[config.mk]
export PLATFORM = sky130hd
export DESIGN_NAME = tt_tone_gen
export DESIGN_NICKNAME = d
export VERILOG_FILES = /design/src/rtl/tt_tone_pkg.sv /design/src/rtl/tt_mode_decode.sv /design/src/rtl/tt_phase_fsm.sv /design/src/rtl/tt_lane_drive.sv /design/src/rtl/tt_tone_gen.sv
export SDC_FILE = /design/constraint.sdc
export NUM_CORES = 1
export LEC_CHECK = 0
export BUFFER_PORTS_ARGS = -buffer_cell sky130_fd_sc_hd__clkbuf_2
export CORE_AREA = 2 2 39 41
export CTS_CLUSTER_SIZE = 20
export DETAILED_ROUTE_END_ITERATION = 12
export DIE_AREA = 0 0 41 43
export PLACE_DENSITY = 0.57
export SYNTH_ARGS = -nofsm -noshare
export SYNTH_HDL_FRONTEND = slang
export SYNTH_SLANG_ARGS = --single-unit
[constraint.sdc]
create_clock -name clk -period 2.55 [get_ports clk]
set_input_delay 0.255 -clock clk [delete_from_list [all_inputs] [get_ports clk]]
set_output_delay 0.255 -clock clk [all_outputs]
set_load 0.01 [all_outputs]
[src/rtl/tt_tone_pkg.sv]
package tt_tone_pkg;
    localparam int MODE_W   = 3;
    localparam int NUM_DIMS = 2;
    localparam int DIM_W    = 1;

    typedef enum logic [1:0] {
        ST_IDLE = 2'd0,
        ST_HIGH = 2'd1,
        ST_LOW  = 2'd2
    } tone_state_e;

    typedef struct packed {
        logic             en;
        logic             fast;
        logic [DIM_W-1:0] dim;
    } tone_cfg_t;
endpackage

[src/rtl/tt_mode_decode.sv]
module tt_mode_decode
    import tt_tone_pkg::*;
(
    input  logic [MODE_W-1:0] code,
    output tone_cfg_t         cfg
);
    always_comb begin
        cfg = '0;
        case (code)
            3'd1: cfg = '{en: 1'b1, fast: 1'b1, dim: 1'b0};
            3'd2: cfg = '{en: 1'b1, fast: 1'b1, dim: 1'b1};
            3'd3: cfg = '{en: 1'b1, fast: 1'b0, dim: 1'b0};
            3'd4: cfg = '{en: 1'b1, fast: 1'b0, dim: 1'b1};
            default: cfg = '0;
        endcase
    end
endmodule

[src/rtl/tt_phase_fsm.sv]
module tt_phase_fsm
    import tt_tone_pkg::*;
#(
    parameter int SLOW_HALF = 2
) (
    input  logic        clk,
    input  logic        rst_n,
    input  tone_cfg_t   pend_cfg,
    output tone_state_e state,
    output tone_cfg_t   cur_cfg
);
    localparam int CNT_W = (SLOW_HALF > 1) ? $clog2(SLOW_HALF) : 1;
    localparam logic [CNT_W-1:0] SLOW_LAST = CNT_W'(SLOW_HALF - 1);

    tone_state_e     state_d;
    tone_cfg_t       cur_d;
    logic [CNT_W-1:0] cnt_q, cnt_d;
    logic            half_last;

    assign half_last = cur_cfg.fast ? 1'b1 : (cnt_q == SLOW_LAST);

    always_comb begin
        state_d = state;
        cur_d   = cur_cfg;
        cnt_d   = cnt_q;
        unique case (state)
            ST_IDLE: begin
                cnt_d = '0;
                if (pend_cfg.en) begin
                    state_d = ST_HIGH;
                    cur_d   = pend_cfg;
                end else begin
                    cur_d = '0;
                end
            end
            ST_HIGH: begin
                if (half_last) begin
                    state_d = ST_LOW;
                    cnt_d   = '0;
                end else begin
                    cnt_d = cnt_q + 1'b1;
                end
            end
            ST_LOW: begin
                if (half_last) begin
                    cnt_d = '0;
                    if (pend_cfg.en) begin
                        state_d = ST_HIGH;
                        cur_d   = pend_cfg;
                    end else begin
                        state_d = ST_IDLE;
                        cur_d   = '0;
                    end
                end else begin
                    cnt_d = cnt_q + 1'b1;
                end
            end
            default: begin
                state_d = ST_IDLE;
                cur_d   = '0;
                cnt_d   = '0;
            end
        endcase
    end

    always_ff @(posedge clk or negedge rst_n) begin
        if (!rst_n) begin
            state   <= ST_IDLE;
            cur_cfg <= '0;
            cnt_q   <= '0;
        end else begin
            state   <= state_d;
            cur_cfg <= cur_d;
            cnt_q   <= cnt_d;
        end
    end
endmodule

[src/rtl/tt_lane_drive.sv]
module tt_lane_drive
    import tt_tone_pkg::*;
#(
    parameter int LANE = 0
) (
    input  tone_state_e state,
    input  tone_cfg_t   cur_cfg,
    output logic        level,
    output logic        active
);
    localparam logic [DIM_W-1:0] MY_DIM = DIM_W'(LANE);

    always_comb begin
        active = (state != ST_IDLE) && (cur_cfg.dim == MY_DIM);
        level  = active && (state == ST_HIGH);
    end
endmodule

[src/rtl/tt_tone_gen.sv]
module tt_tone_gen
    import tt_tone_pkg::*;
#(
    parameter int SLOW_HALF = 2
) (
    input  logic       clk,
    input  logic       rst_n,
    input  logic       mode_we,
    input  logic [2:0] mode_wdata,
    output logic       dim0_level,
    output logic       dim0_active,
    output logic       dim1_level,
    output logic       dim1_active
);
    logic [MODE_W-1:0] cfg_q;
    tone_cfg_t         pend_cfg;
    tone_cfg_t         cur_cfg;
    tone_state_e       state;
    logic [NUM_DIMS-1:0] lane_level;
    logic [NUM_DIMS-1:0] lane_active;

    always_ff @(posedge clk or negedge rst_n) begin
        if (!rst_n)       cfg_q <= '0;
        else if (mode_we) cfg_q <= mode_wdata;
    end

    tt_mode_decode u_dec (
        .code (cfg_q),
        .cfg  (pend_cfg)
    );

    tt_phase_fsm #(.SLOW_HALF(SLOW_HALF)) u_fsm (
        .clk      (clk),
        .rst_n    (rst_n),
        .pend_cfg (pend_cfg),
        .state    (state),
        .cur_cfg  (cur_cfg)
    );

    for (genvar g = 0; g < NUM_DIMS; g++) begin : g_lane
        tt_lane_drive #(.LANE(g)) u_lane (
            .state   (state),
            .cur_cfg (cur_cfg),
            .level   (lane_level[g]),
            .active  (lane_active[g])
        );
    end

    assign dim0_level  = lane_level[0];
    assign dim0_active = lane_active[0];
    assign dim1_level  = lane_level[1];
    assign dim1_active = lane_active[1];
endmodule

Word-level counts from Yosys, hierarchy flattened
Index checks and enable logic that the tools add are counted.
{ "totals": {"input_bits": 6, "ff_bits": 8, "elab_cells": 38} }
{ "classes": {"n_bitwise": 2, "muxes": 12, "n_reduce_logical": 9, "add_sub_neg": 1, "n_eq_ne": 9} }
{ "op_table": {"columns": ["operator", "n"], "rows": [
  ["$pmux 2 s3", 2],
  ["$pmux 3 s4", 1],
  ["$mux 2", 5],
  ["$eq 3x2->1 const B", 2],
  ["$logic_and 1x1->1", 4],
  ["$mux 1", 4],
  ["$ne 2x2->1 const B", 2],
  ["$eq 3x1->1 const B", 1],
  ["$eq 3x3->1 const B", 1],
  ["$reduce_and 3->1", 1],
  ["$eq 2x1->1 const B", 1],
  ["$eq 2x2->1 const B", 1],
  ["$logic_not 2->1", 1],
  ["$ne 2x1->1 const B", 1],
  ["$not 1->1", 2],
  ["$reduce_and 2->1", 1],
  ["$reduce_bool 2->1", 1],
  ["$reduce_or 2->1", 1],
  ["$add 1x1->1 const B", 1]
]} }

Depth between registers and ports, before layout
Gate-level depths: netlist (run 1).
{ "depth": {"ltp_word": 5, "depth_mapped": 5, "depth_no_buf": 5} }

Modules after synthesis
A second synthesis (run 1) with hierarchy kept.
{ "unflattened": {"hier_cells": 51, "area_unflattened_um2": 569.3} }
{ "by_module_without_submodules": {"columns": ["module", "cells_per_inst", "area_each_um2", "instances", "seq_area_each_um2"], "rows": [
  ["tt_phase_fsm", 35, 384.1, 1, 150.1],
  ["tt_tone_gen", 6, 108.9, 1, 75.1],
  ["tt_mode_decode", 6, 37.5, 1, 0.0],
  ["tt_lane_drive (g_lane[0].u_lane)", 2, 22.5, 1, 0.0],
  ["tt_lane_drive (g_lane[1].u_lane)", 2, 16.3, 1, 0.0]
]} }

Least setup slack after synthesis (run 1)
No wires, ideal clock.
{ "synth_timing": {"kind": "register to register", "start": "register u_fsm.state[0]", "end": "register u_fsm.state[0]", "arrival_time_ps": 1567, "n_path_buf": 0, "setup_slack_ps": 855, "required_time_ps": 2422, "path_stages_with_launch": 6, "path_cell_list": "dfrtp_1 > inv_1 > ha_1 > or4b_4 > o211ai_2 > mux2_1"} }
{ "synth_via": {"elab_chain_cells": 3, "elab_cells_between_ends": 8, "cone_classes": "eq/ne: 5; mux: 1; reduce/logical: 2"} }
{ "synth_lines": {"columns": ["element", "line_no", "source"], "rows": [
  ["from (decl)", "tt_phase_fsm.sv:9", "output tone_state_e state,"],
  ["from (signal assigned)", "tt_phase_fsm.sv:72", "state <= state_d;"],
  ["$eq 2x1->1 (tied with other cells)", "tt_phase_fsm.sv:26", "unique case (state)"],
  ["$ne 2x2->1 (no source line) or $ne 2x1->1 (tied branches)", null, null],
  ["$reduce_and 3->1 (no source line)", null, null]
]} }
Parallel ways exist; a longest one is shown, timed or not.
A chain may end at the register's enable or synchronous reset.

Worst setup path in the final report (run 1)
{ "layout_timing": {"start": "register u_fsm.state[1]", "end": "register u_fsm.state[0]"} }
The elaborated chain is that of the path after synthesis.

==> impl_metrics.csv, run 1 <==
group,metric,value,unit
job,maxCapViolations,0,
sta,finalSetupViolations,0,
critical_path,slowest_delay,0.50,ns
synth,syn-num-nets,59,
route,wl,950,µm
clocking,cts_buffers,3,
sta,rsz0062_at_grt,"false",
floorplanning,rows,14,
route,vias_per_cell,5.29,
run_status,outcome,"finished, final reports clean",
sta,drv_slew,0,
route,drt-initial-drc-count,9,
power_and_ir_drop,p_total,0.609,mW
layout,diodes,0,
synth,ys_ff_latch,8,
layout,final_nets,72,
sta,skew,0.00137,ns
clocking,postCtsResizedCells,0,
synth,synth.area.mux_share,0.0872,
synth,synth-compound-area-share,0.157,
route,antenna_left,0,
power_and_ir_drop,p_sw,0.239,mW
power_and_ir_drop,p_leak,0.277,nW
global_route,antenna_found_initial,0,
synth,synthTopCellsByArea,"dfrtp_1 39%, ha_1 9.7%, mux2_2 6.5%, and2_1 3.6%, xnor2_1 3.4%",
critical_path,end_kind,"flip-flop",
synth,synthDistinctLibCells,26,
placed_design,place_ws,0.738,ns
floorplanning,die_w,41,µm
power_and_ir_drop,power.clock.fraction,0.157,
clocking,cts.htree.levels,1,
layout,drive_gt1_frac,0.317,
global_route,grt_pass1_vias,380,
synth,synth_xor_area_frac,0.0339,
placed_design,place_area,566,µm²
floorplanning,initial_core_util,0.373,
clocking,insertion_delay,0.25,ns
clocking,cts_hold_buf,1,
synth,synth_top_cell_area_share,0.387,
clocking,cts_sinks,8,
route,drc_errors,0,
critical_path,critical_path_class,"flip-flop to flip-flop",
route,wire_per_inst,12.5,µm
synth,syn_inst,49,
sta,min_period,1.82,ns
critical_path,worstPathBufferInverterCount,1,
worst_hold_path,hold_class,"primary input to flip-flop",
power_and_ir_drop,power.density,1020,mW/mm²
synth,synth_ff_type,"dfrtp_1",
sta,timing.hold.ws,0.236,ns
floorplanning,die-area,0.00176,mm²
layout,synthToLayoutAreaGrowth,15.7,%
critical_path,required,2.68,ns
synth,synth_warnings,0,
sta,period_share,0.713,
power_and_ir_drop,p_sw_frac,0.392,
global_route,grt_usage,0.141,
floorplanning,ios,10,
critical_path,cp_max_fo,7,
critical_path,crit_slowest_cell,"or4b_4",
synth,ys_top_cells_by_count,"8 x dfrtp_1, 4 x ha_1, 4 x nor2_1",
synth,synth_most_common_cell,"dfrtp_1",
sta,final_hold_viol_count,0,
power_and_ir_drop,power_frac_seq,0.347,
critical_path,path_cells,"inv_1 -> ha_1 -> or4b_4 -> o211ai_2 -> mux2_1",
synth,synth_top_cell_by_area,"dfrtp_1",
layout,fin_area,598,µm²
synth,synth_top_family_by_area,"simple AND/OR/NAND/NOR gates",
layout,multi_input_area,289,µm²
clocking,cts_buffer_depth,2,
placed_design,io_buffers,9,
synth,synth_fa_ha_area_frac,0.0969,
clocking,ctsRootBufferMaster,"clkbuf_4",
synth,synth_area,517,µm²
sta,fmax,0.550,GHz
placed_design,place_congestion,0.790,
power_and_ir_drop,p_comb_frac,0.496,
synth,async_flop_share,1.00,
route,firstDrtPassIters,2,
sta,fin_tns_setup,0,ns
clocking,clk_pin_slew,0.05,ns
critical_path,crit_family,"simple AND/OR/NAND/NOR gates",
sta,tightest_slew,0.270,ns
global_route,grt_pass1_wl,1650,µm
synth,yosysSeqAreaShare,0.387,
layout,fin_util,0.432,
global_route,grt_max_degree,9,
power_and_ir_drop,irDropWorstVdd,0.000386,V
layout,fillCellCount,140,
floorplanning,die_h,43,µm
layout,regArea,200,µm²
sta,fin_ws,0.731,ns
synth,avgSynthCellArea,10.5,µm²
critical_path,arrival,1.95,ns
route,num_vias,402,
clocking,cts_tree,"done",
layout,final_cells,76,
synth,synth-simple-area-share,0.184,
sta,maxSlewHeadroom,0.818,
clocking,postCtsSetupBuffers,0,
critical_path,cp-start-kind,"flip-flop",
placed_design,post-place-cells,72,
global_route,grt_remaining_overflow,0,
power_and_ir_drop,internal-power,0.370,mW
floorplanning,core_area,0.00138,mm²
synth,synth-edff-count,0,
## final cells by class
type / count / share of cell area
multi-input cells: 36 / 0.483
flip-flops and latches: 8 / 0.335
well taps: 16 / 0.0335
clock buffers: 3 / 0.0377
repair buffers: 10 / 0.0921
inverters: 3 / 0.0188
## worst paths after layout
check | from | end | slack (ns) | cells past startpoint
setup / recovery | u_fsm.state[1] | u_fsm.state[0] | 0.73 | 5
hold / removal | mode_wdata[1] | cfg_q[1] | 0.24 | 2
setup reg to reg | u_fsm.state[1] | u_fsm.state[0] | 0.73 | 5
hold reg to reg | u_fsm.cur_cfg[1] | u_fsm.cur_cfg[1] | 0.53 | 1
max in group asynchronous | rst_n | u_fsm.state[0] | 1.98 | 2
min in group asynchronous | rst_n | cfg_q[2] | 0.39 | 2
## layer usage
metal | vias up | routed length (µm) | part of all wire | track usage
met2 | 9 | 438 | 0.46 | 0.209
met1 | 187 | 464 | 0.49 | 0.170
met5 | - | 0 | 0 | 0
met4 | 0 | 17 | 0.018 | 0.0800
met3 | 4 | 29 | 0.031 | 0.0471
li1 | 202 | - | - | -
## cells by family (layout without fill, tap and decap cells)
family / count (synthesis) / count (layout)
xor+xnor: 2 / 2
mux: 4 / 4
buf+inv: 5 / 16
compound gates: 11 / 11
flops: 8 / 8
fa+ha+maj: 4 / 4
simple gates: 15 / 15
## state kept, by name, summed over array words and instances (netlist names)
name,cells
cfg_q,3
u_fsm.cur_cfg,2
u_fsm.state,2
u_fsm.cnt_q,1
## power by group through the flow
stage | Combinational, mW | Clock (mW) | Sequential, mW
after floorplan | 0.242 | 0 | 0.196
after global placement | 0.303 | 0 | 0.213
after detailed placement | 0.303 | 0 | 0.212
after CTS | 0.305 | 0.102 | 0.211
after global routing | 0.338 | 0.110 | 0.217
final | 0.302 | 0.0956 | 0.211
## cell usage in the layout, fill, tap and decap left out
master,n
nor2_1,4
xnor2_1,2
o211ai_2,1
ha_1,4
o22a_1,1
or4b_4,1
clkbuf_2,9
dfrtp_1,8
or3b_2,1
clkbuf_4,3
or2_2,1
inv_1,3
o41ai_1,1
mux2_1,1
o211ai_1,1
and2_1,3
nor4_1,1
nor3_1,2
nor4bb_1,1
dlygate4sd3_1,1
mux2_2,3
nor2b_1,1
o21a_1,1
a31oi_1,1
a21oi_1,3
a221o_1,1
o21ai_0,1
Power figures use the tool's default switching activity.
==> run 2, diff against run 1 <==
==> constraint.sdc (replaced) <==
create_clock -name clk -period 1.8 [get_ports clk]
set_input_delay 0.18 -clock clk [delete_from_list [all_inputs] [get_ports clk]]
set_output_delay 0.18 -clock clk [all_outputs]
set_load 0.01 [all_outputs]
==> run 2 against run 1 <==
Register-to-register slack worse by 0.62 ns. Sequential share of layout area decreased by 1.3 points. Via count rose by 9.2%. Critical path type unchanged. Highest routed layer unchanged.
==> impl_metrics.csv, run 2 (synthesis results as in run 1) <==
group,metric,value,unit
run_status,outcome,"finished, final reports clean",
route,drc_errors,0,
layout,final_common_cell,"clkbuf_2",
power_and_ir_drop,power_frac_seq,0.325,
floorplanning,ios,10,
critical_path,cp_max_fo,4,
sta,final_hold_viol_count,0,
critical_path,critical_path_class,"flip-flop to flip-flop",
layout,fin_util,0.450,
floorplanning,rows,14,
global_route,grt_usage,0.156,
global_route,grt_pass1_vias,446,
sta,maxSlewHeadroom,0.818,
global_route,grt_max_degree,9,
power_and_ir_drop,p_sw,0.353,mW
floorplanning,die_h,43,µm
sta,timing.hold.ws,0.146,ns
clocking,cts_sinks,8,
floorplanning,initial_core_util,0.373,
route,vias_per_cell,5.56,
global_route,grt_remaining_overflow,0,
sta,fin_ws,0.108,ns
sta,finalSetupViolations,0,
global_route,grt_pass1_wl,1830,µm
route,firstDrtPassIters,4,
clocking,ctsRootBufferMaster,"clkbuf_4",
sta,skew,0.00624,ns
placed_design,place_area,588,µm²
layout,final_nets,75,
layout,diodes,0,
layout,largest_reg_flops,3,
clocking,cts.htree.levels,1,
clocking,cts_buffer_depth,2,
sta,tightest_slew,0.269,ns
layout,drive_gt1_frac,0.365,
power_and_ir_drop,power.clock.fraction,0.158,
power_and_ir_drop,irDropWorstVdd,0.000358,V
power_and_ir_drop,p_total,0.898,mW
layout,regArea,200,µm²
sta,fmax,0.591,GHz
layout,final_cells,79,
power_and_ir_drop,power.density,1440,mW/mm²
job,maxCapViolations,0,
clocking,postCtsSetupBuffers,0,
sta,rsz0062_at_grt,"false",
route,antenna_left,0,
layout,fin_area,623,µm²
placed_design,hpwl,781,µm
placed_design,io_buffers,9,
layout,fillCellCount,136,
layout,multi_input_area,292,µm²
layout,top_regs,"cfg_q x3, u_fsm.cur_cfg x2, u_fsm.state x2",
critical_path,cp-start-kind,"flip-flop",
route,wl,1040,µm
layout,final_cell_mix,"9 x clkbuf_2, 8 x dfrtp_1, 4 x nor2_1, 4 x ha_1",
route,drt-initial-drc-count,5,
power_and_ir_drop,p_leak,0.292,nW
critical_path,required,1.94,ns
route,num_vias,439,
placed_design,place_ws,0.110,ns
layout,top_register,"cfg_q",
layout,synthToLayoutAreaGrowth,20.6,%
worst_hold_path,hold_class,"primary input to flip-flop",
global_route,antenna_found_initial,0,
clocking,clk_pin_slew,0.06,ns
route,wire_per_inst,13.1,µm
floorplanning,core_area,0.00138,mm²
critical_path,end_kind,"flip-flop",
floorplanning,die_w,41,µm
placed_design,place_congestion,0.784,
power_and_ir_drop,internal-power,0.546,mW
sta,fin_tns_setup,0,ns
placed_design,post-place-cells,75,
critical_path,arrival,1.83,ns
floorplanning,die-area,0.00176,mm²
sta,period_share,0.940,
clocking,cts_buffers,3,
clocking,cts_tree,"done",
sta,min_period,1.69,ns
power_and_ir_drop,p_comb_frac,0.516,
clocking,insertion_delay,0.26,ns
power_and_ir_drop,p_sw_frac,0.393,
sta,drv_slew,0,
## run 2: layout make-up
type / count / area share
Multi-Input combinational cell: 36 / 0.468
Inverter: 3 / 0.0181
Tap cell: 16 / 0.0321
Sequential cell: 8 / 0.321
Clock buffer: 3 / 0.0361
Timing Repair Buffer: 13 / 0.124
## run 2: final timing paths
path	startpoint	end	slack, ns	depth (start not counted)
max	u_fsm.state[0]	u_fsm.state[0]	0.11	5
min	mode_wdata[1]	cfg_q[1]	0.15	2
max reg2reg	u_fsm.state[0]	u_fsm.state[0]	0.11	5
min reg2reg	u_fsm.cur_cfg[1]	u_fsm.cur_cfg[1]	0.54	1
max in group asynchronous	rst_n	u_fsm.cur_cfg[1]	1.32	2
min in group asynchronous	rst_n	u_fsm.cur_cfg[0]	0.29	2
## run 2: routing by layer
metal  GRT usage  share of wire  up-vias
met5           0              0        -
met4       0.120          0.020        0
met3      0.0314          0.029        2
met2       0.238           0.52       10
met1       0.178           0.43      219
li1            -              -      208
## run 2: power by group through the flow
stage                     clock network (mW)  registers (mW)  logic, mW
after global routing                   0.159           0.301      0.529
final                                  0.142           0.292      0.464
after CTS                              0.148           0.291      0.465
after floorplan                            0           0.278      0.342
after global placement                     0           0.294      0.457
after detailed placement                   0           0.295      0.460
## run 2: timing repair
action,in CTS,in global routing
resized for setup,0,1
hold endpoints to repair,8,0
hold buffers,1,0
endpoints found under the setup margin,0,1
## run 2: worst max-delay path: stages, from the launching register on
cell and delay [ns]:
dfrtp_1 0.41, inv_1 0.10, ha_1 0.18, or4b_4 0.47
o211ai_2 0.09, mux2_1 0.33
==> run 3, diff against run 2 <==
--- a/config.mk
+++ b/config.mk
@@ -10,6 +10,7 @@
 export CTS_CLUSTER_SIZE = 20
 export DETAILED_ROUTE_END_ITERATION = 12
 export DIE_AREA = 0 0 41 43
+export GPL_TIMING_DRIVEN = 1
 export PLACE_DENSITY = 0.57
 export SYNTH_ARGS = -nofsm -noshare
 export SYNTH_HDL_FRONTEND = slang
==> constraint.sdc (replaced) <==
create_clock -name clk -period 2 [get_ports clk]
set_input_delay 0.2 -clock clk [delete_from_list [all_inputs] [get_ports clk]]
set_output_delay 0.2 -clock clk [all_outputs]
set_load 0.01 [all_outputs]
==> run 3 against run 2 <==
Sequential power shrank 7.9%. Count of clock-buffer cells in the layout unchanged. Sequential share of layout area is 1.3 points higher. Register-to-register slack gained 0.07 ns. Largest cell class unchanged. Largest power group unchanged.
==> impl_metrics.csv, run 3 (synthesis results as in run 1) <==
group,metric,value,unit
run_status,outcome,"finished, final reports clean",
route,wire_per_inst,12.5,µm
job,maxCapViolations,0,
clocking,cts_hold_buf,1,
critical_path,slowest_delay,0.50,ns
placed_design,place_congestion,0.791,
layout,largest_reg_flops,3,
sta,rsz0062_at_grt,"false",
route,firstDrtPassIters,2,
layout,synthToLayoutAreaGrowth,15.7,%
sta,period_share,0.909,
critical_path,arrival,1.95,ns
route,wl,950,µm
clocking,insertion_delay,0.25,ns
sta,timing.hold.ws,0.181,ns
placed_design,io_buffers,9,
floorplanning,ios,10,
layout,final_common_cell,"clkbuf_2",
global_route,grt_pass1_wl,1660,µm
critical_path,critical_path_class,"flip-flop to flip-flop",
clocking,postCtsResizedCells,0,
clocking,clk_pin_slew,0.05,ns
clocking,postCtsSetupBuffers,0,
global_route,grt_pass1_vias,382,
global_route,grt_max_degree,9,
sta,fmax,0.550,GHz
layout,top_register,"cfg_q",
floorplanning,die_w,41,µm
sta,finalSetupViolations,0,
critical_path,rrSetupSlack,0.18,ns
power_and_ir_drop,irDropWorstVdd,0.000492,V
power_and_ir_drop,power.density,1300,mW/mm²
floorplanning,initial_core_util,0.373,
floorplanning,core_area,0.00138,mm²
route,num_vias,402,
sta,maxSlewHeadroom,0.818,
route,drc_errors,0,
layout,fillCellCount,138,
critical_path,path_cells,"inv_1 -> ha_1 -> or4b_4 -> o211ai_2 -> mux2_1",
worst_hold_path,min-delay-start,"mode_wdata[1]",
critical_path,r2r_cells,5,
critical_path,r2r-end,"u_fsm.state[0]",
layout,final_cell_mix,"9 x clkbuf_2, 8 x dfrtp_1, 4 x nor2_1, 4 x ha_1",
global_route,antenna_found_initial,0,
clocking,ctsRootBufferMaster,"clkbuf_4",
layout,final_nets,72,
sta,min_period,1.82,ns
floorplanning,die_h,43,µm
route,drt-initial-drc-count,9,
layout,top_regs,"cfg_q x3, u_fsm.cur_cfg x2, u_fsm.state x2",
layout,diodes,0,
clocking,cts_tree,"done",
layout,drive_gt1_frac,0.317,
critical_path,worstPathBufferInverterCount,1,
power_and_ir_drop,p_leak,0.277,nW
sta,drv_slew,0,
sta,tightest_slew,0.270,ns
clocking,cts_buffers,3,
critical_path,r2r_start,"u_fsm.state[1]",
floorplanning,die-area,0.00176,mm²
critical_path,required,2.13,ns
worst_hold_path,holdPathStages,2,
worst_hold_path,hold_class,"primary input to flip-flop",
route,antenna_left,0,
global_route,grt_usage,0.142,
sta,final_hold_viol_count,0,
floorplanning,rows,14,
clocking,cts_sinks,8,
critical_path,crit_slowest_cell,"or4b_4",
sta,skew,0.00137,ns
sta,fin_tns_setup,0,ns
clocking,cts_buffer_depth,2,
critical_path,cp_max_fo,7,
critical_path,crit_family,"simple AND/OR/NAND/NOR gates",
route,vias_per_cell,5.29,
critical_path,end_kind,"flip-flop",
global_route,grt_remaining_overflow,0,
critical_path,cp-start-kind,"flip-flop",
worst_hold_path,min_to,"cfg_q[1]",
clocking,cts.htree.levels,1,
==> run 3: cell types whose count changed in the layout (fill, tap and decap cells not counted) <==
cell and delta:
buf_4 -3, nor2b_1 +1, nor2b_2 -1
==> run 3: worst max path at each step <==
stage	from	endpoint	slack, ns	cells past startpoint
after floorplan	u_fsm.state[0]	u_fsm.state[0]	0.31	5
after global placement	u_fsm.state[0]	u_fsm.state[0]	0.22	5
after detailed placement	u_fsm.state[0]	u_fsm.state[0]	0.19	5
after CTS	u_fsm.state[0]	u_fsm.state[0]	0.18	5
after global routing	u_fsm.state[0]	u_fsm.state[0]	0.11	5
final	u_fsm.state[1]	u_fsm.state[0]	0.18	5
==> run 3: final cells by class <==
class	instances	area, µm²	area share
Inverter	3	11.3	0.0188
Sequential cell	8	200	0.335
Timing Repair Buffer	10	55.1	0.0921
Tap cell	16	20.0	0.0335
Clock buffer	3	22.5	0.0377
Multi-Input combinational cell	36	289	0.483
==> run 3: power by group <==
| group | internal [mW] | switching [mW] | leakage (nW) |
|---|---|---|---|
| registers | 0.213 | 0.0563 | 0.0999 |
| clock network | 0.0686 | 0.0533 | 0.0138 |
| logic | 0.190 | 0.195 | 0.163 |
| total | 0.472 | 0.304 | 0.277 |
==> run 3: per-layer routing <==
metal / global-route usage / up-vias / share of wire
met2: 0.209 / 9 / 0.46
met4: 0.0800 / 0 / 0.018
li1: - / 202 / -
met5: 0 / - / 0
met1: 0.174 / 187 / 0.49
met3: 0.0471 / 4 / 0.031
==> run 3: per-stage QoR <==
step | utilization | setup slack (ns) | instance area, µm² | total power [mW] | cells
2_1_floorplan | - | 0.305 | 517 | 0.558 | 49
5_1_grt | 0.432 | 0.113 | 598 | 0.849 | 76
6_report | 0.432 | 0.181 | 598 | 0.776 | 76
3_3_place_gp | 0.409 | 0.221 | 566 | 0.658 | 72
3_5_place_dp | 0.409 | 0.188 | 566 | 0.657 | 72
4_1_cts | 0.432 | 0.178 | 598 | 0.788 | 76
